## config.mk

```make
export PLATFORM = sky130hd
export DESIGN_NAME = seq_nr_divider
export DESIGN_NICKNAME = d
export VERILOG_FILES = /design/src/rtl/nrdiv_pkg.sv /design/src/rtl/nrdiv_addsub.sv /design/src/rtl/nrdiv_ctrl.sv /design/src/rtl/nrdiv_dp.sv /design/src/rtl/seq_nr_divider.sv
export SDC_FILE = /design/constraint.sdc
export NUM_CORES = 1
export LEC_CHECK = 0
export BUFFER_PORTS_ARGS = -buffer_cell sky130_fd_sc_hd__buf_2
export CAP_MARGIN = 40
export CORE_MARGIN = 2
export CORE_UTILIZATION = 30
export DETAILED_ROUTE_END_ITERATION = 6
export PLACE_DENSITY = 0.45
export RECOVER_POWER = 100
export SLEW_MARGIN = 20
export SYNTH_ARGS = -nofsm -noshare
export SYNTH_HDL_FRONTEND = slang
export SYNTH_SLANG_ARGS = --single-unit
```

## constraint.sdc

```tcl
create_clock -name clk -period 8.55 [get_ports clk]
set_input_delay 0.4275 -clock clk [delete_from_list [all_inputs] [get_ports clk]]
set_output_delay 0.4275 -clock clk [all_outputs]
set_load 0.01 [all_outputs]
```

## src/rtl/nrdiv_pkg.sv

```systemverilog
package nrdiv_pkg;

   typedef enum logic [1:0] {
      ST_IDLE = 2'd0,
      ST_STEP = 2'd1,
      ST_FIX  = 2'd2
   } nrdiv_state_e;

   localparam int ADDER_BEHAVIOURAL = 0;
   localparam int ADDER_RIPPLE      = 1;

endpackage

```

## src/rtl/nrdiv_addsub.sv

```systemverilog
module nrdiv_addsub #(
   parameter int W    = 9,
   parameter int ARCH = 0
) (
   input  logic [W-1:0] a,
   input  logic [W-1:0] b,
   input  logic         sub,
   output logic [W-1:0] y
);
   import nrdiv_pkg::*;

   logic [W-1:0] b_eff;
   assign b_eff = b ^ {W{sub}};

   generate
      if (ARCH == ADDER_RIPPLE) begin : g_ripple
         logic [W-1:0] carry;
         assign carry[0] = sub;
         for (genvar i = 0; i < W; i++) begin : g_bit
            assign y[i] = a[i] ^ b_eff[i] ^ carry[i];
            if (i < W - 1) begin : g_cy
               assign carry[i+1] = (a[i] & b_eff[i]) | (carry[i] & (a[i] ^ b_eff[i]));
            end
         end
      end else begin : g_behav
         assign y = a + b_eff + {{(W-1){1'b0}}, sub};
      end
   endgenerate

endmodule

```

## src/rtl/nrdiv_ctrl.sv

```systemverilog
module nrdiv_ctrl #(
   parameter int WIDTH = 8
) (
   input  logic clk,
   input  logic rst_n,
   input  logic start,
   input  logic zero_div,
   output logic load_en,
   output logic load_zero,
   output logic step_en,
   output logic fix_en,
   output logic busy,
   output logic done,
   output logic dbz
);
   import nrdiv_pkg::*;

   localparam int CW = $clog2(WIDTH + 1);
   localparam logic [CW-1:0] LAST_STEP = CW'(WIDTH - 1);

   nrdiv_state_e state;
   logic [CW-1:0] step_cnt;
   logic          accept;

   assign accept    = start && (state == ST_IDLE);
   assign load_en   = accept && !zero_div;
   assign load_zero = accept && zero_div;
   assign step_en   = (state == ST_STEP);
   assign fix_en    = (state == ST_FIX);
   assign busy      = (state != ST_IDLE);

   always_ff @(posedge clk or negedge rst_n) begin
      if (!rst_n) begin
         state    <= ST_IDLE;
         step_cnt <= '0;
         done     <= 1'b0;
         dbz      <= 1'b0;
      end else begin
         done <= fix_en || load_zero;
         if (accept) dbz <= zero_div;
         case (state)
            ST_IDLE: begin
               if (load_en) begin
                  state    <= ST_STEP;
                  step_cnt <= '0;
               end
            end
            ST_STEP: begin
               step_cnt <= step_cnt + 1'b1;
               if (step_cnt == LAST_STEP) state <= ST_FIX;
            end
            ST_FIX:  state <= ST_IDLE;
            default: state <= ST_IDLE;
         endcase
      end
   end

   // the counter never runs past the iteration count
   a_r2_cnt_range: assert property (@(posedge clk) disable iff (!rst_n)
      step_en |-> (step_cnt <= LAST_STEP));

   // correction is always preceded by an iteration
   a_r2_fix_after_step: assert property (@(posedge clk) disable iff (!rst_n)
      fix_en |-> $past(step_en));

   // completion is never reported while busy
   a_r2_done_idle: assert property (@(posedge clk) disable iff (!rst_n)
      done |-> !busy);

   // a start seen mid-run does not disturb the sequence
   a_r6_start_ignored: assert property (@(posedge clk) disable iff (!rst_n)
      (step_en && start) |=> (step_en || fix_en));

   // zero divisor finishes at once with the flag set
   a_r5_zero_path: assert property (@(posedge clk) disable iff (!rst_n)
      load_zero |=> (done && dbz && !busy));

endmodule

```

## src/rtl/nrdiv_dp.sv

```systemverilog
module nrdiv_dp #(
   parameter int WIDTH    = 8,
   parameter int ADD_ARCH = 0
) (
   input  logic             clk,
   input  logic             rst_n,
   input  logic             load_en,
   input  logic             load_zero,
   input  logic             step_en,
   input  logic             fix_en,
   input  logic [WIDTH-1:0] dividend,
   input  logic [WIDTH-1:0] divisor,
   output logic [WIDTH-1:0] quotient,
   output logic [WIDTH-1:0] remainder
);
   localparam int AW = WIDTH + 1;

   logic [AW-1:0]    acc;
   logic [WIDTH-1:0] quo;
   logic [WIDTH-1:0] dvs;
   logic [AW-1:0]    shifted;
   logic [AW-1:0]    op_a;
   logic [AW-1:0]    op_b;
   logic             op_sub;
   logic [AW-1:0]    sum;

   assign shifted = {acc[AW-2:0], quo[WIDTH-1]};
   assign op_a    = fix_en ? acc : shifted;
   assign op_b    = {1'b0, dvs};
   assign op_sub  = fix_en ? 1'b0 : ~acc[AW-1];

   nrdiv_addsub #(.W(AW), .ARCH(ADD_ARCH)) u_addsub (
      .a   (op_a),
      .b   (op_b),
      .sub (op_sub),
      .y   (sum)
   );

   always_ff @(posedge clk or negedge rst_n) begin
      if (!rst_n) begin
         acc <= '0;
         quo <= '0;
         dvs <= '0;
      end else if (load_en) begin
         acc <= '0;
         quo <= dividend;
         dvs <= divisor;
      end else if (load_zero) begin
         acc <= {1'b0, dividend};
         quo <= '1;
         dvs <= divisor;
      end else if (step_en) begin
         acc <= sum;
         quo <= {quo[WIDTH-2:0], ~sum[AW-1]};
      end else if (fix_en) begin
         if (acc[AW-1]) acc <= sum;
      end
   end

   assign quotient  = quo;
   assign remainder = acc[WIDTH-1:0];

   // after correction the remainder is non-negative and below the divisor
   a_r3_rem_bounded: assert property (@(posedge clk) disable iff (!rst_n)
      $past(fix_en) |-> (!acc[AW-1] && (acc < {1'b0, dvs})));

   // idle cycles leave the result registers untouched
   a_r8_hold: assert property (@(posedge clk) disable iff (!rst_n)
      (!load_en && !load_zero && !step_en && !fix_en) |=> ($stable(acc) && $stable(quo)));

endmodule

```

## src/rtl/seq_nr_divider.sv

```systemverilog
module seq_nr_divider #(
   parameter int WIDTH    = 8,
   parameter int ADD_ARCH = 0
) (
   input  logic             clk,
   input  logic             rst_n,
   input  logic             start,
   input  logic [WIDTH-1:0] dividend,
   input  logic [WIDTH-1:0] divisor,
   output logic             busy,
   output logic             done,
   output logic [WIDTH-1:0] quotient,
   output logic [WIDTH-1:0] remainder,
   output logic             div_by_zero
);
   generate
      if (WIDTH < 2) begin : g_bad_width
         $error("seq_nr_divider: WIDTH must be at least 2");
      end
      if (ADD_ARCH != 0 && ADD_ARCH != 1) begin : g_bad_arch
         $error("seq_nr_divider: ADD_ARCH must be 0 or 1");
      end
   endgenerate

   logic zero_div;
   logic load_en, load_zero, step_en, fix_en;

   assign zero_div = (divisor == '0);

   nrdiv_ctrl #(.WIDTH(WIDTH)) u_ctrl (
      .clk       (clk),
      .rst_n     (rst_n),
      .start     (start),
      .zero_div  (zero_div),
      .load_en   (load_en),
      .load_zero (load_zero),
      .step_en   (step_en),
      .fix_en    (fix_en),
      .busy      (busy),
      .done      (done),
      .dbz       (div_by_zero)
   );

   nrdiv_dp #(.WIDTH(WIDTH), .ADD_ARCH(ADD_ARCH)) u_dp (
      .clk       (clk),
      .rst_n     (rst_n),
      .load_en   (load_en),
      .load_zero (load_zero),
      .step_en   (step_en),
      .fix_en    (fix_en),
      .dividend  (dividend),
      .divisor   (divisor),
      .quotient  (quotient),
      .remainder (remainder)
   );

   // a flagged completion always stems from an idle start with zero divisor
   a_r5_flag_cause: assert property (@(posedge clk) disable iff (!rst_n)
      (done && div_by_zero) |-> $past(start && !busy && (divisor == '0)));

endmodule

```

==> impl_metrics.csv <==
group,metric,value,unit
yosys,synth_top_family_by_area,"compound AO/OA/AOI/OAI gates",
cells_and_area,num_antenna_cells,0,
setup_path,crit_type,"register to register",
sta,total_neg_setup_slack,0,ns
setup_path,rr_startpoint,"u_ctrl.state[0]$_DFFE_PN0P_",
sta,report.final.setup_viol,0,
clock_network,cts_htree_levels,2,
yosys,synthDominantCellAreaShare,37.5,%
min_path,timing.hold.worst_path_depth,3,
clock_network,cts_setup_buffers,0,
floorplan,initial_utilization,30.7,%
yosys,netlist_area,2200,um^2
setup_path,r2r_slack,4.94,ns
setup_path,endpoint_required_time_on_the_critical_path,8.71,ns
sta,grt_setup_unrepaired,"no",
sta,max_slew.worst_pin.slew,1.93,ns
floorplan,die_y,89.7,um
setup_path,cpMaxStageDelayCell,"sky130_fd_sc_hd__o21ai_0",
global_routing,grt_overflow_total,0,
drt,tritonroute_pass_1_iters,4,
clock_network,tritoncts,"done",
yosys,post_synth.cell_area_avg,8.77,um^2
drt,wl_per_cell,15.0,um
yosys,async_set_reset_flop_share_out_of_synthesis,100,%
setup_path,worstSetupEndpointType,"register",
setup_path,crit_path_max_fanout,22,
placed_design,pre_cts_slack,5.09,ns
min_path,min-delay-path-class,"input port to register",
sta,final-hold-violation-count,0,
yosys,synthAdderAreaFrac,7.73,%
yosys,synth-simple-area-share,18.1,%
yosys,synthDominantAreaCellType,"sky130_fd_sc_hd__dfrtp_1",
sta,setup_ws,4.94,ns
global_routing,number_of_antenna_violations_at_the_first_check_in_global_routing,0,
yosys,syn_nets,283,
clock_network,total_clock_buffers_created_by_cts,5,
clock_network,cts_root_buf,"sky130_fd_sc_hd__clkbuf_8",
power,ir_drop,0.000114,V
yosys,ys_seq_elements,33,
drt,finalWirelength,5660,um
sta,drv_slew,49,
job,drv_cap,2,
sta,achievable_freq,277,MHz
sta,relSlewSlack,-30.3,%
min_path,min_delay_worst_endpoint,"u_dp.dvs[2]$_DFFE_PN0P_",
floorplan,pin_count,38,
floorplan,core.rowCount,31,
setup_path,worst_ep_arrival_time,3.78,ns
drt,number_of_design_rule_violations_left_by_the_first_detailed_router_iteration,106,
yosys,synth_area_leaders,"sky130_fd_sc_hd__dfrtp_1, sky130_fd_sc_hd__nand2_1, sky130_fd_sc_hd__ha_1",
setup_path,setup.worst_path.start_class,"register",
setup_path,cp.buffers_inverters,2,
cells_and_area,area_growth,11.8,%
drt,vias_per_instance,4.80,
sta,fin_crit,3.61,ns
global_routing,number_of_global_route_vias_before_repair,1789,
drt,drcViolationCount,0,
cells_and_area,post_route_cells_drive_above_1_share,12.9,%
placed_design,final_hpwl_dp,4310,um
yosys,ys.warnings.count,0,
clock_network,cts.reportedPaths.clkPinSlew,0.07,ns
power,power_density,492,nW/um^2
floorplan,dieWidth,89.7,um
drt,detailroute.via_count,1816,
clock_network,clock_sinks,33,
sta,fin_skew,0.00330,ns
setup_path,path_cells,"inv_1 -> ha_1 -> and2_0 -> clkbuf_1 -> o21ai_0 -> a22oi_1 -> mux2_2",
yosys,ys.flop_type,"sky130_fd_sc_hd__dfrtp_1",
cells_and_area,fin_area,2460,um^2
sta,fin_crit_sh,42.3,%
setup_path,critPathTopFamily,"compound AO/OA/AOI/OAI gates",
min_path,timing.hold.worst.start,"divisor[2]",
outcome,failed_checks,"capacitance limit, slew limit",
setup_path,cpPeakStageDelay,0.96,ns
drt,ant_nets,0,
clock_network,clockBufferDepth,2,
placed_design,numPortBuffers,37,
yosys,synth-edff-count,0,
placed_design,placed_cell_area,2410,um^2
setup_path,worst_r2r_path_depth,7,
yosys,yosys-mux-area-fraction,6.03,%
floorplan,coreArea,7180,um^2
setup_path,rr_endpoint,"u_ctrl.state[0]$_DFFE_PN0P_",
global_routing,grt_start_max_net_pins,34,
power,cellLeakagePower,1.09,nW
floorplan,floorplan.die_area,8040,um^2
clock_network,worstSkewPairLatency,0.28,ns
cells_and_area,filler_cell_count,805,
yosys,synth-compound-area-share,19.4,%
yosys,synth-seq-area-share,37.5,%
cells_and_area,final_nets,311,
global_routing,grt_first_pass_wirelength,9280,um
yosys,post_synth_xor_area_fraction,5.17,%
yosys,yosysUniqueCellTypes,47,
placed_design,gp_congestion,0.825,
outcome,run_status,"complete, but fails checks",
global_routing,grt_use_total,15.4,%
yosys,postSynthCellCount,251,
==> stage by stage <==
stage / total power [mW] / hold slack (ns) / cells / utilization [%]
final: 1.21 / 0.352 / 378 / 34.3
after global placement: 1.12 / 0.481 / 369 / 33.6
after global routing: 1.34 / 0.354 / 378 / 34.3
after floorplan: 0.930 / 0.132 / 251 / -
after CTS: 1.24 / 0.265 / 376 / 34.8
after detailed placement: 1.12 / 0.481 / 369 / 33.6
==> flip-flops by register name, summed over array words and instances (netlist names) <==
name             flops
u_ctrl.dbz           1
u_ctrl.done          1
u_ctrl.state         2
u_ctrl.step_cnt      4
u_dp.acc             9
u_dp.dvs             8
u_dp.quotient        8
==> placed cells by master, fill, tap and decap left out, types with 4 or more instances in the layout <==
cell and count:
sky130_fd_sc_hd__nor3_1 4, sky130_fd_sc_hd__a221oi_1 5, sky130_fd_sc_hd__buf_2 17, sky130_fd_sc_hd__dfrtp_1 33, sky130_fd_sc_hd__ha_1 12, sky130_fd_sc_hd__clkbuf_8 6, sky130_fd_sc_hd__xor2_1 9, sky130_fd_sc_hd__xnor2_1 4
sky130_fd_sc_hd__mux2_2 10, sky130_fd_sc_hd__o21ai_0 17, sky130_fd_sc_hd__inv_1 7, sky130_fd_sc_hd__clkbuf_1 23, sky130_fd_sc_hd__nor2_1 29, sky130_fd_sc_hd__a21oi_1 19, sky130_fd_sc_hd__nand2_1 41
==> cells by family after synthesis <==
| group | Yosys count |
|---|---|
| AO/OA/AOI/OAI | 64 |
| XOR/XNOR | 13 |
| adder cells (fa/ha/maj) | 13 |
| buffers and inverters | 26 |
| flip-flops | 33 |
| multiplexers | 12 |
| AND/OR/NAND/NOR | 90 |
==> final cells by class <==
cell class	count	area, um^2	share of cell area, %
multi-input cells	192	1220	49.6
flip-flops and latches	33	826	33.6
repair buffers	40	178	7.22
well taps	99	124	5.04
clock buffers	7	86.3	3.51
inverters	7	26.3	1.07
==> how the worst max path moves through the flow <==
stage	from	endpoint	slack, ns	depth (start not counted)
2_1_floorplan	u_ctrl.state[0]$_DFFE_PN0P_	u_dp.quotient[0]$_DFFE_PN0P_	5.53	11
3_3_place_gp	u_ctrl.state[0]$_DFFE_PN0P_	u_dp.quotient[0]$_DFFE_PN0P_	5.18	10
3_5_place_dp	u_ctrl.state[0]$_DFFE_PN0P_	u_dp.quotient[0]$_DFFE_PN0P_	5.09	10
4_1_cts	u_ctrl.state[0]$_DFFE_PN0P_	u_dp.quotient[0]$_DFFE_PN0P_	5.08	10
5_1_grt	u_ctrl.state[0]$_DFFE_PN0P_	u_ctrl.state[0]$_DFFE_PN0P_	4.51	7
6_report	u_ctrl.state[0]$_DFFE_PN0P_	u_ctrl.state[0]$_DFFE_PN0P_	4.94	7
==> cell usage after synthesis, types with 2 or more instances <==
cell type / instances
sky130_fd_sc_hd__xor2_1: 9
sky130_fd_sc_hd__o21ai_0: 16
sky130_fd_sc_hd__buf_2: 3
sky130_fd_sc_hd__dfrtp_1: 33
sky130_fd_sc_hd__nor2b_1: 2
sky130_fd_sc_hd__a31oi_1: 2
sky130_fd_sc_hd__and2_1: 2
sky130_fd_sc_hd__a211oi_1: 2
sky130_fd_sc_hd__nor2_1: 29
sky130_fd_sc_hd__mux2i_1: 2
sky130_fd_sc_hd__a21oi_1: 19
sky130_fd_sc_hd__nand3_1: 3
sky130_fd_sc_hd__a221oi_1: 5
sky130_fd_sc_hd__ha_1: 12
sky130_fd_sc_hd__a21o_1: 3
sky130_fd_sc_hd__nor3_1: 3
sky130_fd_sc_hd__o21a_1: 2
sky130_fd_sc_hd__or4_4: 2
sky130_fd_sc_hd__inv_1: 7
sky130_fd_sc_hd__xnor2_1: 4
sky130_fd_sc_hd__nand2_1: 41
sky130_fd_sc_hd__buf_4: 8
sky130_fd_sc_hd__clkbuf_1: 8
sky130_fd_sc_hd__a22o_1: 2
sky130_fd_sc_hd__mux2_2: 10
==> what timing repair did <==
action / 4_1_cts / 5_1_grt
hold buffers: 0 / 1
gates resized for setup: 0 / 0
hold endpoints to repair: 0 / 3
==> worst min-delay path: cells and delay by family <==
kind	cells	cell delay, ns
buf+inv	1	0.09
simple gates	2	0.08
==> metal layers <==
metal  up-vias  global-route usage [%]  share of wire, %
met2        27                    23.5                44
met4         0                    4.48              0.99
met1       852                    22.3                52
met5         -                       0                 0
li1        933                       -                 -
met3         4                    3.02               3.1
==> power breakdown <==
part	total, mW	internal [mW]	switching, mW
Clock	0.118	0.0638	0.0543
Combinational	0.786	0.326	0.460
Sequential	0.307	0.234	0.0724
Total	1.21	0.624	0.587
(Power assumes the default switching activity.)
